===== src/rtl/acc_alu_pkg.sv =====
package acc_alu_pkg;

  typedef enum logic [2:0] {
    OP_ADD  = 3'd0,
    OP_ADC  = 3'd1,
    OP_SUB  = 3'd2,
    OP_SBC  = 3'd3,
    OP_NEG  = 3'd4,
    OP_MUL  = 3'd5,
    OP_RSV6 = 3'd6,
    OP_RSV7 = 3'd7
  } alu_op_e;

  localparam int FLAG_C    = 0;
  localparam int FLAG_V    = 1;
  localparam int FLAG_Z    = 2;
  localparam int FLAG_N    = 3;
  localparam int FLAG_H    = 4;
  localparam int NUM_FLAGS = 5;

endpackage


===== src/rtl/acc_alu_addsub.sv =====
module acc_alu_addsub #(
  parameter int W = 8
) (
  input  logic [W-1:0] a,
  input  logic [W-1:0] b,
  input  logic         sub,
  input  logic         ci,
  output logic [W-1:0] sum,
  output logic         out_of_range,
  output logic         half,
  output logic         ovf
);
  localparam int HB = W / 2;

  logic [W-1:0] b_eff;
  logic         ci_eff;
  logic [W:0]   full;

  // subtraction as a + ~b + ~borrow; unsigned carry out inverts into a borrow
  assign b_eff  = sub ? ~b : b;
  assign ci_eff = sub ? ~ci : ci;
  assign full   = {1'b0, a} + {1'b0, b_eff} + {{W{1'b0}}, ci_eff};

  assign sum          = full[W-1:0];
  assign out_of_range = sub ? ~full[W] : full[W];
  // carry into bit HB recovered from the sum bit, no second adder
  assign half         = a[HB] ^ b_eff[HB] ^ full[HB];
  assign ovf          = (a[W-1] == b_eff[W-1]) && (full[W-1] != a[W-1]);

endmodule


===== src/rtl/acc_alu_mul.sv =====
module acc_alu_mul #(
  parameter int W = 8
) (
  input  logic [W-1:0]   a,
  input  logic [W-1:0]   b,
  output logic [2*W-1:0] p
);
  localparam int PW = 2 * W;

  logic [PW-1:0] a_ext;
  logic [PW-1:0] b_ext;

  assign a_ext = {{W{1'b0}}, a};
  assign b_ext = {{W{1'b0}}, b};
  assign p     = a_ext * b_ext;

endmodule


===== src/rtl/acc_alu_ccr.sv =====
module acc_alu_ccr #(
  parameter int N = 5
) (
  input  logic         clk,
  input  logic         rst,
  input  logic         load,
  input  logic [N-1:0] d,
  input  logic [N-1:0] wen,
  output logic [N-1:0] q
);
  genvar gi;
  generate
    for (gi = 0; gi < N; gi++) begin : g_bit
      always_ff @(posedge clk) begin
        if (rst) begin
          q[gi] <= 1'b0;
        end else if (load && wen[gi]) begin
          q[gi] <= d[gi];
        end
      end
    end
  endgenerate

endmodule


===== src/rtl/acc_alu.sv =====
module acc_alu
  import acc_alu_pkg::*;
#(
  parameter int DATA_W = 8
) (
  input  logic                  clk,
  input  logic                  rst,
  input  logic                  exec_en,
  input  logic [2:0]            op_sel,
  input  logic [DATA_W-1:0]     opa,
  input  logic [DATA_W-1:0]     opb,
  input  logic                  carry_in,
  output logic [DATA_W-1:0]     result,
  output logic [2*DATA_W-1:0]   product,
  output logic [NUM_FLAGS-1:0]  flags_next,
  output logic [NUM_FLAGS-1:0]  flags_wen,
  output logic [NUM_FLAGS-1:0]  flags_q
);
  localparam int PW = 2 * DATA_W;

  alu_op_e            op;
  logic [DATA_W-1:0]  as_a;
  logic [DATA_W-1:0]  as_b;
  logic               as_sub;
  logic               as_ci;
  logic [DATA_W-1:0]  as_sum;
  logic               as_range;
  logic               as_half;
  logic               as_ovf;
  logic [PW-1:0]      mul_p;

  assign op     = alu_op_e'(op_sel);
  assign as_sub = (op == OP_SUB) || (op == OP_SBC) || (op == OP_NEG);
  assign as_a   = (op == OP_NEG) ? '0 : opa;
  assign as_b   = (op == OP_NEG) ? opa : opb;
  assign as_ci  = ((op == OP_ADC) || (op == OP_SBC)) ? carry_in : 1'b0;

  acc_alu_addsub #(.W(DATA_W)) addsub_i (
    .a            (as_a),
    .b            (as_b),
    .sub          (as_sub),
    .ci           (as_ci),
    .sum          (as_sum),
    .out_of_range (as_range),
    .half         (as_half),
    .ovf          (as_ovf)
  );

  acc_alu_mul #(.W(DATA_W)) mul_i (
    .a (opa),
    .b (opb),
    .p (mul_p)
  );

  always_comb begin
    result     = '0;
    flags_next = '0;
    flags_wen  = '0;
    unique case (op)
      OP_ADD, OP_ADC: begin
        result             = as_sum;
        flags_next[FLAG_H] = as_half;
        flags_wen[FLAG_H]  = 1'b1;
      end
      OP_SUB, OP_SBC, OP_NEG: begin
        result = as_sum;
      end
      OP_MUL: begin
        result = mul_p[DATA_W-1:0];
      end
      default: begin
        result = '0;
      end
    endcase

    if (op inside {OP_ADD, OP_ADC, OP_SUB, OP_SBC, OP_NEG}) begin
      flags_next[FLAG_N] = as_sum[DATA_W-1];
      flags_next[FLAG_Z] = (as_sum == '0);
      flags_next[FLAG_V] = as_ovf;
      flags_next[FLAG_C] = as_range;
      flags_wen[FLAG_N]  = 1'b1;
      flags_wen[FLAG_Z]  = 1'b1;
      flags_wen[FLAG_V]  = 1'b1;
      flags_wen[FLAG_C]  = 1'b1;
    end else if (op == OP_MUL) begin
      flags_next[FLAG_C] = mul_p[DATA_W-1];
      flags_wen[FLAG_C]  = 1'b1;
    end
  end

  assign product = (op == OP_MUL) ? mul_p : {{DATA_W{1'b0}}, result};

  acc_alu_ccr #(.N(NUM_FLAGS)) ccr_i (
    .clk  (clk),
    .rst  (rst),
    .load (exec_en),
    .d    (flags_next),
    .wen  (flags_wen),
    .q    (flags_q)
  );

endmodule


===== config.mk =====
export PLATFORM = sky130hd
export DESIGN_NAME = acc_alu
export DESIGN_NICKNAME = d
export VERILOG_FILES = /design/src/rtl/acc_alu_pkg.sv /design/src/rtl/acc_alu_addsub.sv /design/src/rtl/acc_alu_mul.sv /design/src/rtl/acc_alu_ccr.sv /design/src/rtl/acc_alu.sv
export SDC_FILE = /design/constraint.sdc
export NUM_CORES = 1
export LEC_CHECK = 0
export BUFFER_PORTS_ARGS = -buffer_cell sky130_fd_sc_hd__buf_2
export CAP_MARGIN = 0
export CORE_ASPECT_RATIO = 1.1
export CORE_MARGIN = 3
export CORE_UTILIZATION = 45
export DETAILED_ROUTE_END_ITERATION = 16
export PLACE_DENSITY = 0.67
export SLEW_MARGIN = 20
export SYNTH_ARGS = -nofsm -noshare
export SYNTH_HDL_FRONTEND = slang
export SYNTH_SLANG_ARGS = --single-unit
export TNS_END_PERCENT = 50

===== constraint.sdc =====
create_clock -name clk -period 5.4 [get_ports clk]
set_input_delay 0 -clock clk [delete_from_list [all_inputs] [get_ports clk]]
set_output_delay 0 -clock clk [all_outputs]
set_load 0.005 [all_outputs]

==> Word-level counts from Yosys, hierarchy flattened <==
Index checks and enable logic that the tools add are counted.
{ "totals": {"ff_bits": 5, "latchBits": 0, "ram_bits": 0, "rom_bits": 0, "input_bits": 23, "output_inout_bits": 39, "word_cells": 50, "mem_count": 0} }
{ "classes": {"n_addsub": 2, "mul": 1, "n_div": 0, "order_cmp": 0, "eq_ne": 7, "shifts": 0, "n_mux": 16, "bitwise": 5, "reduce_logical": 14} }
{ "op_table": {"columns": ["op", "n"], "rows": [
  ["$mux W8", 3],
  ["$mul A8 B8 Y16", 1],
  ["$mux W16", 1],
  ["$pmux W8 S2", 1],
  ["$add A8 B8 Y9", 1],
  ["$add A9 B1 Y9", 1],
  ["$mux W1", 9],
  ["$logic_not A8 Y1", 1],
  ["$not A8 Y8", 1],
  ["$eq A3 B2 Y1 const B", 2],
  ["$eq A3 B3 Y1 const B", 2],
  ["$logic_and A1 B1 Y1", 6],
  ["$mux W3", 2],
  ["$reduce_bool A5 Y1", 1],
  ["$reduce_or A5 Y1", 1],
  ["$eq A3 B1 Y1 const B", 1],
  ["$logic_not A3 Y1", 1],
  ["$logic_or A1 B1 Y1", 3],
  ["$not A1 Y1", 2],
  ["$reduce_or A2 Y1", 1],
  ["$xor A1 B1 Y1", 2],
  ["$eq A1 B1 Y1", 1],
  ["$ne A1 B1 Y1", 1]
]} }

==> Logic depth before layout (Yosys ltp) <==
{ "logic_depth": {"ltp_word": 9, "mapped_depth": 17, "mapped_depth_nobuf": 16} }

==> Modules after synthesis <==
A second synthesis with hierarchy kept.
{ "unflattened": {"cells_unflattened": 376, "area_unflattened_um2": 3265.6} }
{ "modules_own_cells": {"columns": ["module", "instances", "cells_per_inst", "area_per_inst_um2", "seq_area_each_um2"], "rows": [
  ["acc_alu_mul", 1, 243, 2134.5, 0.0],
  ["acc_alu", 1, 63, 498.0, 0.0],
  ["acc_alu_addsub", 1, 49, 417.9, 0.0],
  ["acc_alu_ccr", 1, 21, 215.2, 100.1]
]} }

==> Worst setup path before layout <==
Ideal clock, no wire load.
{ "synth_path": {"path_kind": "input -> output", "from": "in opb[4]", "to": "out product[11]", "t_arrival_ns": 3.819, "required_time_ns": 5.400, "setup_slack_ns": 1.581, "path_stages": 15, "path_buffers": 1, "cell_sequence": "clkbuf_1 -> and2_1 -> fa_1 -> inv_1 -> fa_1 -> fa_1 -> fa_1 -> inv_1 -> ha_1 -> o21a_1 -> o31a_1 -> o31ai_1 -> a21boi_0 -> o21a_1 -> nor3_1"} }
{ "synth_via": {"elab_chain_cells": 2} }
{ "synth_lines": {"columns": ["item", "line_no", "rtl"], "rows": [
  ["start: declaration", "acc_alu.sv:11", "input logic [DATA_W-1:0] opb,"],
  ["$mul A8 B8 Y16", "acc_alu_mul.sv:15", "assign p = a_ext * b_ext;"],
  ["$mux W16", "acc_alu.sv:91", "assign product = (op == OP_MUL) ? mul_p : {{DATA_W{1'b0}}, result};"],
  ["end: declaration", "acc_alu.sv:14", "output logic [2*DATA_W-1:0] product,"]
]} }
Every way passes these cells.

==> Final worst setup path <==
Same ends and word-level chain as after synthesis.

==> flow_summary.ini <==
[finish]
diodes = 0
post-route-util_pct = 51.4
nFillCells = 703
areaGrowthSynthToFinish_pct = 10.1
drive_above_1_share_pct = 15.5
top_regs = ccr_i.q: 5 flops
largest_reg_flops = 5
top_register = ccr_i.q
nets = 571

[clocking]
postCtsSetupRepairBufs = 0
insertion_delay_ns = 0.22
cts_root_buf = clkbuf_8
post_cts_resized = 0
tritoncts = built
htreeDepth = 1
cts_buffers = 3
clock_sinks = 5
hold_buffers = 0
clk_pin_slew_ns = 0.04
clock_path_buffers = 2

[logic_synthesis]
synth-async-reset-ratio_pct = 0
synth.distinct_cells = 53
syn_avg_cell_area_um2 = 7.68
syn_nets = 532
synth_commonest_cells = 53 x and2_1, 52 x inv_1, 43 x ha_1
netlist_instances = 428
yosys.area_share.simple_pct = 25.2
synth_compound_area_share_pct = 16.3
ys_ff_latch = 5
ys.flop_type = dfxtp_1
synth_top_family_by_area = adder cells
yosys.area.top_type_share_pct = 23.1
syn_area_um2 = 3290
ys_seq_area_share_pct = 3.04
synth_mux_area_share_pct = 0.304
ys_top_cells_by_area = fa_1 23%, ha_1 16%, and2_1 10%
synth_warnings = 0
post-synth-top-area-cell = fa_1
synth.most_common_cell = and2_1
synthXorXnorAreaFrac_pct = 5.86
synth_edf_count = 0
synth_fa_ha_area_share_pct = 39.5

[place]
port_buffers = 61
pre_cts_ws_ns = 1.12
gp_congestion = 0.851
place_hpwl_um = 6660

[sta]
slew_violations = 0
fin_hold_ws_ns = 0.0265
rsz0062_at_grt = false
setup_violations = 0
finalHoldViolCount = 0
skew_ns = 0
worst_pin_slew_ns = 0.575
finalCritPeriodShare_pct = 79.9
period_needed_ns = 4.31
max_freq_ghz = 0.232
tns_ns = 0
relSlewSlack_pct = 61.7
fin_ws_ns = 1.09

[routing]
via_per_inst = 5.41
drt_iter0_drc = 116
drt_pass1_iterations = 4
wl_met1_um = 3560
maxUsedRoutingLayer = met4
antenna_left = 0
wl_per_cell_um = 14.6
route.met2.wl_um = 4040
drc_errors = 0
drt_wl_total_um = 8050
vias = 2982
met3WireLength_um = 355

[global_routing]
antenna_found_initial = 0
grt_max_degree = 27
grt_pass1_vias = 2979
grt_usage_pct = 20.4
overflow = 0
grt_pass1_wl_um = 13800

[die]
die_w_um = 87.5
die_area_um2 = 8370
coreArea_um2 = 7050
initial_core_util_pct = 46.7
die_h_um = 95.7
ios = 62
std_cell_rows = 32

[worst_hold_path]
min_path_type = input port to register

[power]
leakage_uw = 0.00189
power_density_nw_per_um2 = 253
ir_drop_v = 0.000244
finalPower_uw = 916

[outcome]
status = completed

[critical_path]
setup.worst_path.end_class = primary output
critPathKind = input port to primary output
worstPathArrival_ns = 4.31
cp-start-kind = input port
critPathMaxFanout = 10
worstPathRequired_ns = 5.40

[job]
cap_violations = 0
routing by layer:
metal	GRT usage [%]	vias to the layer above
li1	-	1480
met1	26.6	1421
met2	36.9	71
met3	1.64	10
met4	3.71	0
met5	0	-
area by class of cell:
class	instances	area (um^2)	share of cell area, %
clock buffer	4	45.0	1.24
sequential	5	100	2.76
multi-input combinational	343	2870	79.1
timing repair buffer	61	305	8.43
tap	85	106	2.94
inverter	53	199	5.49
path summary, 6_finish.rpt:
kind | from | end | slack (ns) | cells past startpoint
worst max-delay path | opb[4] | product[11] | 1.09 | 16
worst min register to register | ccr_i.q[1] | ccr_i.q[1] | 0.46 | 2
worst max register to register | ccr_i.q[3] | ccr_i.q[3] | 4.69 | 2
worst min-delay path | rst | ccr_i.q[1] | 0.03 | 2
kinds of logic after synthesis:
group | count (synthesis)
and+or+nand+nor | 158
AOI/OAI and AO/OA | 81
adders and majority gates | 81
buffers and inverters | 80
xor gates and xnor gates | 22
DFF | 5
muxes | 1
stage by stage:
step / instance area (um^2) / cells
after detailed placement: 3580 / 547
final: 3620 / 551
after global placement: 3580 / 547
after floorplan: 3290 / 428
after global routing: 3620 / 551
after CTS: 3620 / 551
power by group:
part           internal [uW]  total, uW  switching [uW]
Combinational            356        806             450
Clock                   50.7       68.8            18.1
Sequential              39.8       40.9            1.14
layout by cell type, fill, tap and decap left out, drive strengths merged, types with 2 or more instances in the layout:
| cell type | n |
|---|---|
| nand3 | 3 |
| or4 | 2 |
| xor2 | 18 |
| clkbuf | 4 |
| or2 | 3 |
| a22o | 8 |
| nor3 | 9 |
| nand4 | 2 |
| xnor2 | 4 |
| nand2 | 31 |
| o21a | 6 |
| a32o | 4 |
| a21o | 6 |
| a211oi | 4 |
| dfxtp | 5 |
| a21oi | 28 |
| nand3b | 2 |
| and3 | 3 |
| and2 | 54 |
| ha | 43 |
| inv | 52 |
| o21ai | 14 |
| buf | 61 |
| nor2 | 38 |
| nand2b | 3 |
| fa | 38 |
| or3 | 2 |
critical path, cell delays in order:
cell and delay, ns:
buf_2 0.16, and2_1 0.19, fa_1 0.54, inv_1 0.05, fa_1 0.48, fa_1 0.52, fa_1 0.55, inv_1 0.04
ha_1 0.33, o21a_1 0.12, o31a_1 0.12, o31ai_1 0.45, a21boi_0 0.22, o21a_1 0.21, nor3_1 0.16, buf_2 0.15
Power figures use the tool's default switching activity.
